==> src/rtl/tmr_voter_pkg.sv <==
package tmr_voter_pkg;
  localparam int unsigned NUM_CH = 3;
  localparam int unsigned SEL_W  = 2;

  typedef enum logic [1:0] {
    ACT_IDLE  = 2'd0,
    ACT_VOTE  = 2'd1,
    ACT_ALARM = 2'd2,
    ACT_SYNC  = 2'd3
  } vote_act_e;
endpackage

==> src/rtl/tmr_pair_cmp.sv <==
// eq_o[0]: ch0==ch1, eq_o[1]: ch0==ch2, eq_o[2]: ch1==ch2
module tmr_pair_cmp
  import tmr_voter_pkg::*;
#(
  parameter int unsigned DATA_W = 32
) (
  input  logic [NUM_CH-1:0][DATA_W-1:0] data_i,
  output logic [NUM_CH-1:0]             eq_o
);
  for (genvar k = 0; k < NUM_CH; k++) begin : g_pair
    localparam int unsigned IdxA = (k == 2) ? 1 : 0;
    localparam int unsigned IdxB = (k == 0) ? 1 : 2;
    assign eq_o[k] = (data_i[IdxA] == data_i[IdxB]);
  end
endmodule

==> src/rtl/tmr_decide.sv <==
module tmr_decide
  import tmr_voter_pkg::*;
(
  input  logic [NUM_CH-1:0] eq_i,
  input  logic [NUM_CH-1:0] valid_i,
  input  logic [NUM_CH-1:0] active_i,
  output vote_act_e         act_o,
  output logic [SEL_W-1:0]  sel_o,
  output logic [NUM_CH-1:0] flag_o
);
  logic [1:0] n_act;
  logic       pair_eq;

  assign n_act = 2'($countones(active_i));

  always_comb begin
    unique case (active_i)
      3'b011:  pair_eq = eq_i[0];
      3'b101:  pair_eq = eq_i[1];
      3'b110:  pair_eq = eq_i[2];
      default: pair_eq = 1'b0;
    endcase
  end

  always_comb begin
    act_o  = ACT_IDLE;
    sel_o  = '0;
    flag_o = '0;
    if (!(|valid_i)) begin
      act_o = ACT_IDLE;
    end else if (n_act < 2'd2) begin
      act_o = ACT_ALARM;
    end else if ((valid_i & active_i) != active_i) begin
      act_o = ACT_SYNC;
    end else if (n_act == 2'd3) begin
      if (eq_i[0]) begin
        act_o     = ACT_VOTE;
        sel_o     = 2'd0;
        flag_o[2] = ~eq_i[1];
      end else if (eq_i[1]) begin
        act_o     = ACT_VOTE;
        sel_o     = 2'd0;
        flag_o[1] = 1'b1;
      end else if (eq_i[2]) begin
        act_o     = ACT_VOTE;
        sel_o     = 2'd1;
        flag_o[0] = 1'b1;
      end else begin
        act_o = ACT_ALARM;
      end
    end else begin
      act_o = pair_eq ? ACT_VOTE : ACT_ALARM;
      sel_o = active_i[0] ? 2'd0 : 2'd1;
    end
  end
endmodule

==> src/rtl/tmr_health.sv <==
module tmr_health
  import tmr_voter_pkg::*;
(
  input  logic              clk_i,
  input  logic              rst_ni,
  input  logic              clear_i,
  input  logic [NUM_CH-1:0] set_i,
  output logic [NUM_CH-1:0] fault_o
);
  logic [NUM_CH-1:0] fault_q;

  for (genvar k = 0; k < NUM_CH; k++) begin : g_flag
    always_ff @(posedge clk_i or negedge rst_ni) begin
      if (!rst_ni)       fault_q[k] <= 1'b0;
      else if (clear_i)  fault_q[k] <= 1'b0;
      else if (set_i[k]) fault_q[k] <= 1'b1;
    end

    assert_flag_sticky_R3: assert property (@(posedge clk_i) disable iff (!rst_ni)
      (fault_q[k] && !clear_i) |=> fault_q[k]);
    assert_clear_drops_R3: assert property (@(posedge clk_i) disable iff (!rst_ni)
      clear_i |=> !fault_q[k]);
  end

  assign fault_o = fault_q;
endmodule

==> src/rtl/tmr_voter.sv <==
module tmr_voter
  import tmr_voter_pkg::*;
#(
  parameter int unsigned DATA_W = 32
) (
  input  logic                          clk_i,
  input  logic                          rst_ni,
  input  logic [NUM_CH-1:0][DATA_W-1:0] ch_data_i,
  input  logic [NUM_CH-1:0]             ch_valid_i,
  input  logic                          clear_i,
  output logic [DATA_W-1:0]             vote_data_o,
  output logic                          vote_valid_o,
  output logic                          no_major_o,
  output logic                          sync_err_o,
  output logic [NUM_CH-1:0]             fault_o
);
  logic [NUM_CH-1:0] eq;
  logic [NUM_CH-1:0] fault;
  logic [NUM_CH-1:0] flag_set;
  logic [NUM_CH-1:0] health_set;
  logic [SEL_W-1:0]  sel;
  vote_act_e         act;
  vote_act_e         act_eff;

  logic [DATA_W-1:0] data_q;
  logic              valid_q, alarm_q, sync_q;

  tmr_pair_cmp #(.DATA_W(DATA_W)) i_cmp (
    .data_i (ch_data_i),
    .eq_o   (eq)
  );

  tmr_decide i_decide (
    .eq_i     (eq),
    .valid_i  (ch_valid_i),
    .active_i (~fault),
    .act_o    (act),
    .sel_o    (sel),
    .flag_o   (flag_set)
  );

  // clear wins over any vote in the same cycle
  assign act_eff    = clear_i ? ACT_IDLE : act;
  assign health_set = clear_i ? '0 : flag_set;

  tmr_health i_health (
    .clk_i   (clk_i),
    .rst_ni  (rst_ni),
    .clear_i (clear_i),
    .set_i   (health_set),
    .fault_o (fault)
  );

  always_ff @(posedge clk_i or negedge rst_ni) begin
    if (!rst_ni) begin
      data_q  <= '0;
      valid_q <= 1'b0;
      alarm_q <= 1'b0;
      sync_q  <= 1'b0;
    end else begin
      valid_q <= (act_eff == ACT_VOTE);
      alarm_q <= (act_eff == ACT_ALARM);
      sync_q  <= (act_eff == ACT_SYNC);
      if (act_eff == ACT_VOTE) data_q <= ch_data_i[sel];
    end
  end

  assign vote_data_o  = data_q;
  assign vote_valid_o = valid_q;
  assign no_major_o   = alarm_q;
  assign sync_err_o   = sync_q;
  assign fault_o      = fault;

  assert_one_status_R7: assert property (@(posedge clk_i) disable iff (!rst_ni)
    $onehot0({vote_valid_o, no_major_o, sync_err_o}));
  // R5 as well: a failed vote never touches health
  assert_alarm_keeps_flags_R6: assert property (@(posedge clk_i) disable iff (!rst_ni)
    (no_major_o || sync_err_o) |-> $stable(fault_o));
  assert_flag_needs_vote_R2: assert property (@(posedge clk_i) disable iff (!rst_ni)
    (!clear_i && |(flag_set & ~fault)) |=> vote_valid_o);
  assert_single_flag_R2: assert property (@(posedge clk_i) disable iff (!rst_ni)
    $countones(flag_set) <= 1);
endmodule

==> config.mk <==
export PLATFORM = sky130hd
export DESIGN_NAME = tmr_voter
export DESIGN_NICKNAME = d
export VERILOG_FILES = /design/src/rtl/tmr_voter_pkg.sv /design/src/rtl/tmr_pair_cmp.sv /design/src/rtl/tmr_decide.sv /design/src/rtl/tmr_health.sv /design/src/rtl/tmr_voter.sv
export SDC_FILE = /design/constraint.sdc
export NUM_CORES = 1
export LEC_CHECK = 0
export BUFFER_PORTS_ARGS = -buffer_cell sky130_fd_sc_hd__buf_2
export CAP_MARGIN = 20
export CORE_AREA = 3 3 117 74
export DETAILED_ROUTE_END_ITERATION = 6
export DIE_AREA = 0 0 120 77
export PLACE_DENSITY = 0.69
export RECOVER_POWER = 25
export SETUP_SLACK_MARGIN = 0.1
export SLEW_MARGIN = 20
export SYNTH_ARGS = -nofsm -noshare
export SYNTH_HDL_FRONTEND = slang
export SYNTH_SLANG_ARGS = --single-unit
==> constraint.sdc <==
create_clock -name clk_i -period 6.5 [get_ports clk_i]
set_input_delay 0.65 -clock clk_i [delete_from_list [all_inputs] [get_ports clk_i]]
set_output_delay 0.65 -clock clk_i [all_outputs]
set_load 0.01 [all_outputs]
**Yosys cells after proc, flatten, opt, wreduce, memory -nomap -nowiden**

Index checks and enable logic that the tools add are counted.

- Add/sub/neg operators: 2
- Order comparisons: 2
- Equality and inequality tests: 11
- Multiplexer cells: 36
- Bitwise operators: 3
- Reductions and logical operators: 4

Operators by type and width:

| cell | count |
|---|---|
| == test 32 bit | 3 |
| binary-select mux 32 bit (select 2 bit) | 1 |
| 2-to-1 mux 2 bit | 16 |
| 2-to-1 mux 32 bit | 1 |
| 2-to-1 mux 3 bit | 5 |
| 2-to-1 mux 1 bit | 12 |
| == test 2 bit (second input constant) | 3 |
| == test 3 bit (second input constant) | 2 |
| nonzero test 2 bit | 3 |
| AND 3 bit | 1 |
| == test 3 x 2 -> 1 bit (second input constant) | 1 |
| less-than comparator 2 x 3 -> 1 bit (second input constant) | 1 |
| != test 3 bit | 1 |
| inverter 3 bit | 1 |
| one-hot mux 1 bit (3 select lines) | 1 |
| OR reduction 3 bit | 1 |
| adder 1 x 1 -> 2 bit | 1 |
| adder 2 x 1 -> 2 bit | 1 |
| == test 2 x 1 -> 1 bit (second input constant) | 1 |
| less-than comparator 2 bit (second input constant) | 1 |
| inverter 1 bit | 1 |

- Bits in registers: 38
- Input bits: 102

**Longest topological paths before layout**

Gate-level depths: netlist of the first run.

- Depth after elaboration: 11
- Gate-level depth with buffers: 9

**Modules after synthesis**

From an unflattened synthesis of the first run, not the netlist that was laid out.

- Cells, all modules: 386
- Area, all modules: 3597.2 um2

By module, submodules not included:

| module | instances | cells each | area each (um2) |
|---|---|---|---|
| tmr_voter | 1 | 223 | 2245.9 |
| tmr_pair_cmp | 1 | 129 | 1039.7 |
| tmr_decide | 1 | 28 | 206.4 |
| tmr_health | 1 | 6 | 105.1 |

**Worst setup path before layout of the first run**

No wires, ideal clock.

- Kind: register to register
- Start: register i_health.fault_q[0] (netlist: i_health.fault_o[0])
- End: register data_q[0] (netlist: vote_data_o[0])
- Library setup time: 0.130 ns
- Arrival: 2.220 ns
- Path slack: 4.150 ns
- Stages on the path, launching flop included: 8
- Path buffers: 3
- Period minus slack after synthesis: 2.350 ns
- Cell sequence: dfrtp_1 > fa_1 > or3_1 > buf_2 > a311oi_2 > buf_4 > buf_2 > a31oi_1

- Cells in the longest elaborated chain, start to end: 10
- Elaborated cells between the ends (all ways): 25
- Classes of those cells: 2 x add/sub; 1 x order compare; 6 x eq/ne; 14 x mux; 2 x bitwise

RTL lines:

| element | line | source |
|---|---|---|
| start, declared | tmr_health.sv:10 | `logic [NUM_CH-1:0] fault_q;` |
| start signal, assigned by index | tmr_health.sv:14 | `if (!rst_ni) fault_q[k] <= 1'b0;` |
| start signal, assigned by index | tmr_health.sv:15 | `else if (clear_i) fault_q[k] <= 1'b0;` |
| start signal, assigned by index | tmr_health.sv:16 | `else if (set_i[k]) fault_q[k] <= 1'b1;` |
| inverter 3 bit (*) | tmr_voter.sv:36 | `.active_i (~fault),` |
| adder 1 x 1 -> 2 bit (implied by the code) (tied with other cells) | tmr_decide.sv:14 | `assign n_act = 2'($countones(active_i));` |
| adder 2 x 1 -> 2 bit (implied by the code) or one-hot mux 1 bit (3 select lines) (tied branches) | tmr_decide.sv:14, tmr_decide.sv:17 |  |
| == test 2 bit or 2-to-1 mux 2 bit (tied branches) | tmr_decide.sv:35, tmr_decide.sv:52 |  |
| 2-to-1 mux 2 bit | tmr_decide.sv:35 | `end else if (n_act == 2'd3) begin` |
| 2-to-1 mux 2 bit | tmr_decide.sv:33 | `end else if ((valid_i & active_i) != active_i) begin` |
| 2-to-1 mux 2 bit | tmr_decide.sv:31 | `end else if (n_act < 2'd2) begin` |
| 2-to-1 mux 2 bit | tmr_decide.sv:29 | `if (!(\|valid_i)) begin` |
| binary-select mux 32 bit (select 2 bit) or 2-to-1 mux 2 bit (tied branches) | tmr_voter.sv:64, tmr_voter.sv:43 |  |
| 2-to-1 mux 32 bit (implied by the code) or == test 2 x 1 -> 1 bit (tied branches) | tmr_voter.sv:64 | `if (act_eff == ACT_VOTE) data_q <= ch_data_i[sel];` |
| end signal, assigned | tmr_voter.sv:64 |  |
| end, declared | tmr_voter.sv:25 | `logic [DATA_W-1:0] data_q;` |

Mark *: on every way between the ends. The rest lies on a longest branch, timed or not. The select of a mux whose other input is x is not followed.
A chain may end at the register's enable or synchronous reset.

**Worst setup path in the final report of the first run**

- Start: register i_health.fault_q[0] (netlist: i_health.fault_o[0])
- End: register data_q[22] (netlist: vote_data_o[22])

The elaborated chain is that of the path after synthesis.

==> impl_metrics.json, run 1 <==
{
  "status": "finished with violations",
  "violations": "max-capacitance violations, max-slew violations",
  "start_util_pct": 39.1,
  "crit_top_cell": "buf_4",
  "finClkSkew_ns": 0.00572,
  "grt_pass1_vias": 3131,
  "final_layout_size_suffix_gt1_share_pct": 33.1,
  "fmax_mhz": 334,
  "postCtsSetupBuffers": 0,
  "grtUsageTotal_pct": 23.2,
  "cts_tree": "yes",
  "cts_buffer_depth": 2,
  "layout_commonest_cell": "buf_2",
  "ys_seq_area_share_pct": 31.5,
  "drc": 0,
  "worst-path-max-fanout": 65,
  "syn-cell-area_um2": 3020,
  "core-area_um2": 7730,
  "wl_per_cell_um": 19.4,
  "powerDensity_nw_per_um2": 164,
  "cts_made_buffers": 5,
  "async_flop_share_pct": 100,
  "area_growth_pct": 30.3,
  "firstDrtPassIters": 7,
  "clk_latency_ns": 0.29,
  "htreeDepth": 2,
  "avgSynthCellArea_um2": 8.72,
  "drt_wl_total_um": 11400,
  "syn_nets": 449,
  "critPathSlowestCell": "buf_4",
  "hp-class": "reg2reg",
  "ys_ff_latch": 38,
  "finalSetupTns_ns": 0,
  "path_cells": "fa_1 > or3_1 > buf_4 > a311oi_4 > buf_4 > nor2_1 > a31oi_1",
  "final_cell_mix": "138 x buf_2, 96 x xnor2_1, 39 x nor2_1, 38 x dfrtp_1",
  "root_buffer": "clkbuf_16",
  "dp_cells": 578,
  "synth_top_area_share_pct": 31.5,
  "worstPathArrival_ns": 3.19,
  "ys.flop_type": "dfrtp_1",
  "crit_path_max_incr_delay_ns": 0.56,
  "hold_buffers": 0,
  "worst_pin_slew_ns": 2.28,
  "cts.sinks": 38,
  "vdd_ir_drop_max_uv": 86.3,
  "fin_nets": 580,
  "worstPathRequired_ns": 6.70,
  "overflow": 0,
  "antenna_found_initial": 0,
  "clk_pin_slew_ns": 0.06,
  "timing.slew.headroom_pct": -51.9,
  "synth_top_cell_by_area": "dfrtp_1",
  "p_total_mw": 0.646,
  "grt_max_degree": 66,
  "via_per_inst": 5.74,
  "hpwl_um": 8780,
  "gp_congestion": 0.940,
  "synth_edf_count": 0,
  "syn_inst": 346,
  "rows": 25,
  "antenna_cells": 0,
  "vias": 3365,
  "instances_no_fill": 586,
  "grt_pass1_wl_um": 16700,
  "critical_path_class": "reg2reg",
  "drv_cap": 1,
  "ys_warn_count": 0,
  "die_w_um": 120,
  "whs_ns": 0.549,
  "die_h_um": 77,
  "synth.area.top_cells": "dfrtp_1 32%, xnor2_1 28%, a31oi_1 6.8%",
  "drt-initial-drc-count": 382,
  "fill_cells": 766,
  "dieArea_um2": 9240,
  "finalMaxSlewViolations": 39,
  "end_kind": "flip-flop",
  "leakage_nw": 1.69,
  "antenna_left": 0,
  "period_minus_slack_ns": 2.99,
  "start_kind": "flip-flop",
  "period_share_pct": 46.0,
  "synth_cell_types": 33,
  "cts_resized": 0,
  "ios": 140,
  "setup_viol": 0,
  "port_buffers": 139,
  "final-hold-violation-count": 0,
  "rsz0062_at_grt": "false"
}
stage by stage:
| stage | util (%) | setup slack (ns) | cell area, um2 |
|---|---|---|---|
| after floorplan | - | 4.15 | 3020 |
| after global placement | 49.0 | 3.42 | 3790 |
| after detailed placement | 49.0 | 3.36 | 3790 |
| after CTS | 50.9 | 3.55 | 3940 |
| after global routing | 50.9 | 3.36 | 3930 |
| final | 50.9 | 3.51 | 3930 |
synthesized netlist by cell type (2+ instances only):
master,number
a31oi_1,33
nand3_1,33
nor4_4,2
o21ai_1,30
buf_6,2
buf_4,4
clkbuf_1,3
buf_1,3
o211ai_1,3
nor3b_1,3
nor3_1,3
buf_2,8
o21ai_0,2
nor4_1,4
dfrtp_1,38
nor2_1,39
and2_1,2
nand4_1,24
xnor2_1,96
layout make-up:
cell class,instances,area (um2),area share [%]
Clock inverter,1,5.00,0.127
Sequential cell,38,951,24.2
Tap cell,108,135,3.44
Multi-Input combinational cell,288,1970,50.0
Timing Repair Buffer,144,732,18.6
Clock buffer,7,143,3.63
routing by layer:
layer | global-route usage, % | wire length [um]
met5 | 0 | 0
met4 | 5.60 | 159
met3 | 7.30 | 1450
met2 | 32.7 | 4650
met1 | 34.3 | 5120
power by group:
part,switching (mW),internal [mW]
logic,0.0868,0.0687
registers,0.000103,0.237
clock network,0.101,0.152
worst max-delay path, delay by kind of cell (launching register included):
family,cells,cell delay [ns]
compound gates,2,0.48
flops,1,0.50
fa+ha+maj,1,0.55
simple gates,2,0.50
buf+inv,2,0.84
cells by family (layout without fill, tap and decap cells):
group	after synthesis	count (layout)	share of synthesized area, %
AO/OA/AOI/OAI	75	75	15.6
XOR/XNOR	96	96	27.9
adder cells (fa/ha/maj)	1	1	0.663
buffers and inverters	20	152	3.81
flip-flops	38	38	31.5
AND/OR/NAND/NOR	116	116	20.5
final timing paths:
path / slack [ns] / depth (start not counted) / to / from
max in group asynchronous: 4.16 / 1 / i_health.fault_o[0] / rst_ni
setup reg to reg: 3.51 / 7 / vote_data_o[22] / i_health.fault_o[0]
min in group asynchronous: 1.04 / 1 / vote_valid_o / rst_ni
hold reg to reg: 0.55 / 2 / vote_data_o[8] / vote_data_o[8]
hold / removal: 0.55 / 2 / vote_data_o[8] / vote_data_o[8]
setup / recovery: 3.51 / 7 / vote_data_o[22] / i_health.fault_o[0]
flip-flops by register name, indices dropped and copies added, names as in the netlist:
signal / count
no_major_o: 1
i_health.fault_o: 3
sync_err_o: 1
vote_valid_o: 1
vote_data_o: 32
No activity file was read; power rests on OpenSTA's default activity.
==> inputs of run 2 (changes only) <==
--- a/config.mk
+++ b/config.mk
@@ -5,12 +5,13 @@
 export SDC_FILE = /design/constraint.sdc
 export NUM_CORES = 1
 export LEC_CHECK = 0
+export ABC_AREA = 1
 export BUFFER_PORTS_ARGS = -buffer_cell sky130_fd_sc_hd__buf_2
 export CAP_MARGIN = 20
-export CORE_AREA = 3 3 117 74
+export CORE_AREA = 3 3 135 85
 export DETAILED_ROUTE_END_ITERATION = 6
-export DIE_AREA = 0 0 120 77
-export PLACE_DENSITY = 0.69
+export DIE_AREA = 0 0 138 88
+export PLACE_DENSITY = 0.67
 export RECOVER_POWER = 25
 export SETUP_SLACK_MARGIN = 0.1
 export SLEW_MARGIN = 20
==> constraint.sdc (replaced) <==
create_clock -name clk_i -period 2.43 [get_ports clk_i]
set_input_delay 0.243 -clock clk_i [delete_from_list [all_inputs] [get_ports clk_i]]
set_output_delay 0.243 -clock clk_i [all_outputs]
set_load 0.01 [all_outputs]
==> run 2 against run 1 <==
Against the previous run: the run now ends clean; via count increased by 38%; non-clock buffer count increased by 5; sequential share of layout area decreased by 5.7 points; sequential power increased to 2.7 times the previous value; clock skew increased by 0.00051 ns; setup slack got worse by 3.3 ns; final area increased by 31%; worst hold slack got worse by 0.43 ns; wire length increased by 19%; largest power group unchanged.
==> impl_metrics.json, run 2 <==
{
  "status": "completed",
  "rows": 29,
  "htreeDepth": 2,
  "clk_latency_ns": 0.28,
  "synth_edf_count": 0,
  "grt_pass1_vias": 4172,
  "yosysMostFrequentCell": "nand2_1",
  "syn_nets": 859,
  "grt_pass1_wl_um": 21000,
  "hold_buffers": 0,
  "hp-class": "in2async",
  "antenna_found_initial": 1,
  "r2r-start": "i_health.fault_o[0]",
  "synth_top_area_share_pct": 31.2,
  "synthXorXnorAreaFrac_pct": 11.4,
  "synth_top_cell_by_area": "nand2_1",
  "ff2ff_setup_slack_ns": 0.22,
  "leakage_nw": 3.11,
  "vias": 4628,
  "end_kind": "flip-flop",
  "final-hold-violation-count": 0,
  "ys.flop_type": "dfrtp_1",
  "ys_warn_count": 0,
  "multi_input_area_um2": 2450,
  "worstPathArrival_ns": 2.38,
  "fill_cells": 1137,
  "setup_ws_ns": 0.224,
  "antenna_left": 0,
  "netlist_top_cells_count": "339 x nand2_1, 155 x inv_1, 69 x nand3_1, 59 x nor2_1, 52 x xnor2_1",
  "die_h_um": 88,
  "worstPathRequired_ns": 2.61,
  "rsz0062_at_grt": "false",
  "cts.sinks": 38,
  "ys_ff_latch": 38,
  "layout_commonest_cell": "nand2_1",
  "firstDrtPassIters": 5,
  "finalSetupTns_ns": 0,
  "syn-cell-area_um2": 4080,
  "cts_resized": 0,
  "async_flop_share_pct": 100,
  "ios": 140,
  "drt_wl_total_um": 13600,
  "instances_no_fill": 1035,
  "ff2ff_path_depth": 12,
  "area.sequential_um2": 955,
  "start_util_pct": 39.3,
  "synth_cell_types": 23,
  "core-area_um2": 10400,
  "crit_path_start": "i_health.fault_o[0]",
  "grt_max_degree": 39,
  "fmax_mhz": 453,
  "worst_pin_slew_ns": 1.02,
  "final_layout_size_suffix_gt1_share_pct": 19.4,
  "port_buffers": 139,
  "largest_reg_flops": 32,
  "grtUsageTotal_pct": 21.7,
  "whs_ns": 0.115,
  "period_share_pct": 90.8,
  "powerDensity_nw_per_um2": 346,
  "via_per_inst": 4.47,
  "r2r_end": "vote_data_o[6]",
  "root_buffer": "clkbuf_16",
  "avgSynthCellArea_um2": 5.40,
  "drc": 0,
  "finalMaxSlewViolations": 0,
  "cts_made_buffers": 5,
  "synth_fa_ha_area_share_pct": 0.491,
  "finClkSkew_ns": 0.00623,
  "dieArea_um2": 12100,
  "hpwl_um": 10600,
  "worst-path-max-fanout": 16,
  "period_minus_slack_ns": 2.21,
  "postCtsSetupBuffers": 0,
  "synth_top_family_by_area": "simple AND/OR/NAND/NOR gates",
  "area_growth_pct": 26.7,
  "setup_viol": 0,
  "syn_inst": 756,
  "dp_cells": 1027,
  "drv_cap": 0,
  "antenna_cells": 0,
  "post-route-util_pct": 49.8,
  "overflow": 0,
  "synth.area.top_cells": "nand2_1 31%, dfrtp_1 23%, inv_1 14%",
  "critical_path_class": "reg2reg",
  "cts_buffer_depth": 2,
  "wl_per_cell_um": 13.1,
  "synth_compound_area_share_pct": 1.53,
  "ys_seq_area_share_pct": 23.3,
  "synthMuxAreaShare_pct": 0,
  "synthSimpleGateAreaFrac_pct": 46.4,
  "drt-initial-drc-count": 295,
  "timing.slew.headroom_pct": 31.9,
  "clk_pin_slew_ns": 0.06,
  "vdd_ir_drop_max_uv": 217,
  "final_cell_mix": "339 x nand2_1, 155 x inv_1, 138 x buf_2, 68 x nand3_1, 58 x nor2_1",
  "cts_tree": "yes",
  "fin_nets": 1000,
  "post-place-ws_ns": 0.173,
  "start_kind": "flip-flop",
  "die_w_um": 138,
  "gp_congestion": 0.918
}
[run 2: worst max-delay path by stage]
stage	depth (start not counted)	endpoint	slack, ns
2_1_floorplan	12	vote_data_o[0]	0.32
3_3_place_gp	12	vote_data_o[10]	0.24
3_5_place_dp	12	vote_data_o[31]	0.17
4_1_cts	12	vote_data_o[6]	0.16
5_1_grt	12	vote_data_o[6]	0.1
6_report	12	vote_data_o[6]	0.22
[run 2: area by class of cell]
cell class | instances | share of cell area, %
repair buffers | 149 | 16.2
inverters | 163 | 11.9
multi-input cells | 540 | 47.4
well taps | 139 | 3.37
clock buffers | 6 | 2.69
flip-flops and latches | 38 | 18.5
[run 2: cells by family (layout without fill, tap and decap cells)]
kind of cell / Yosys count / in the layout
compound gates: 10 / 10
xor+xnor: 53 / 53
fa+ha+maj: 1 / 1
buf+inv: 178 / 318
flops: 38 / 38
simple gates: 476 / 476
[run 2: power breakdown]
part | switching (mW) | internal (mW) | total [mW]
Combinational | 0.298 | 0.198 | 0.496
Clock | 0.259 | 0.397 | 0.656
Sequential | 0.000277 | 0.634 | 0.635
[run 2: metal layers]
layer | vias to the layer above | share of wire, % | global-route usage, %
met5 | - | 0.052 | 0
met2 | 181 | 37 | 30.2
met1 | 1971 | 53 | 33.8
li1 | 2466 | - | -
met3 | 8 | 9.6 | 5.13
met4 | 2 | 0.65 | 3.50
[run 2: worst max-delay path: stages, from the launching register on]
cell       delay, ns
dfrtp_2         0.45
fa_2            0.49
nor2_2          0.16
inv_1           0.10
o31ai_1         0.09
nand3_1         0.14
nand3_2         0.11
nand2_2         0.09
inv_4           0.11
clkbuf_16       0.19
nand3_1         0.08
nand2_1         0.06
inv_1           0.03
[run 2: stage by stage]
step                      instance area (um2)  power, mW
after floorplan                          4080      0.905
after global placement                   4960       1.14
after detailed placement                 4960       1.14
after CTS                                5100       1.80
after global routing                     5170       1.89
final                                    5170       1.79
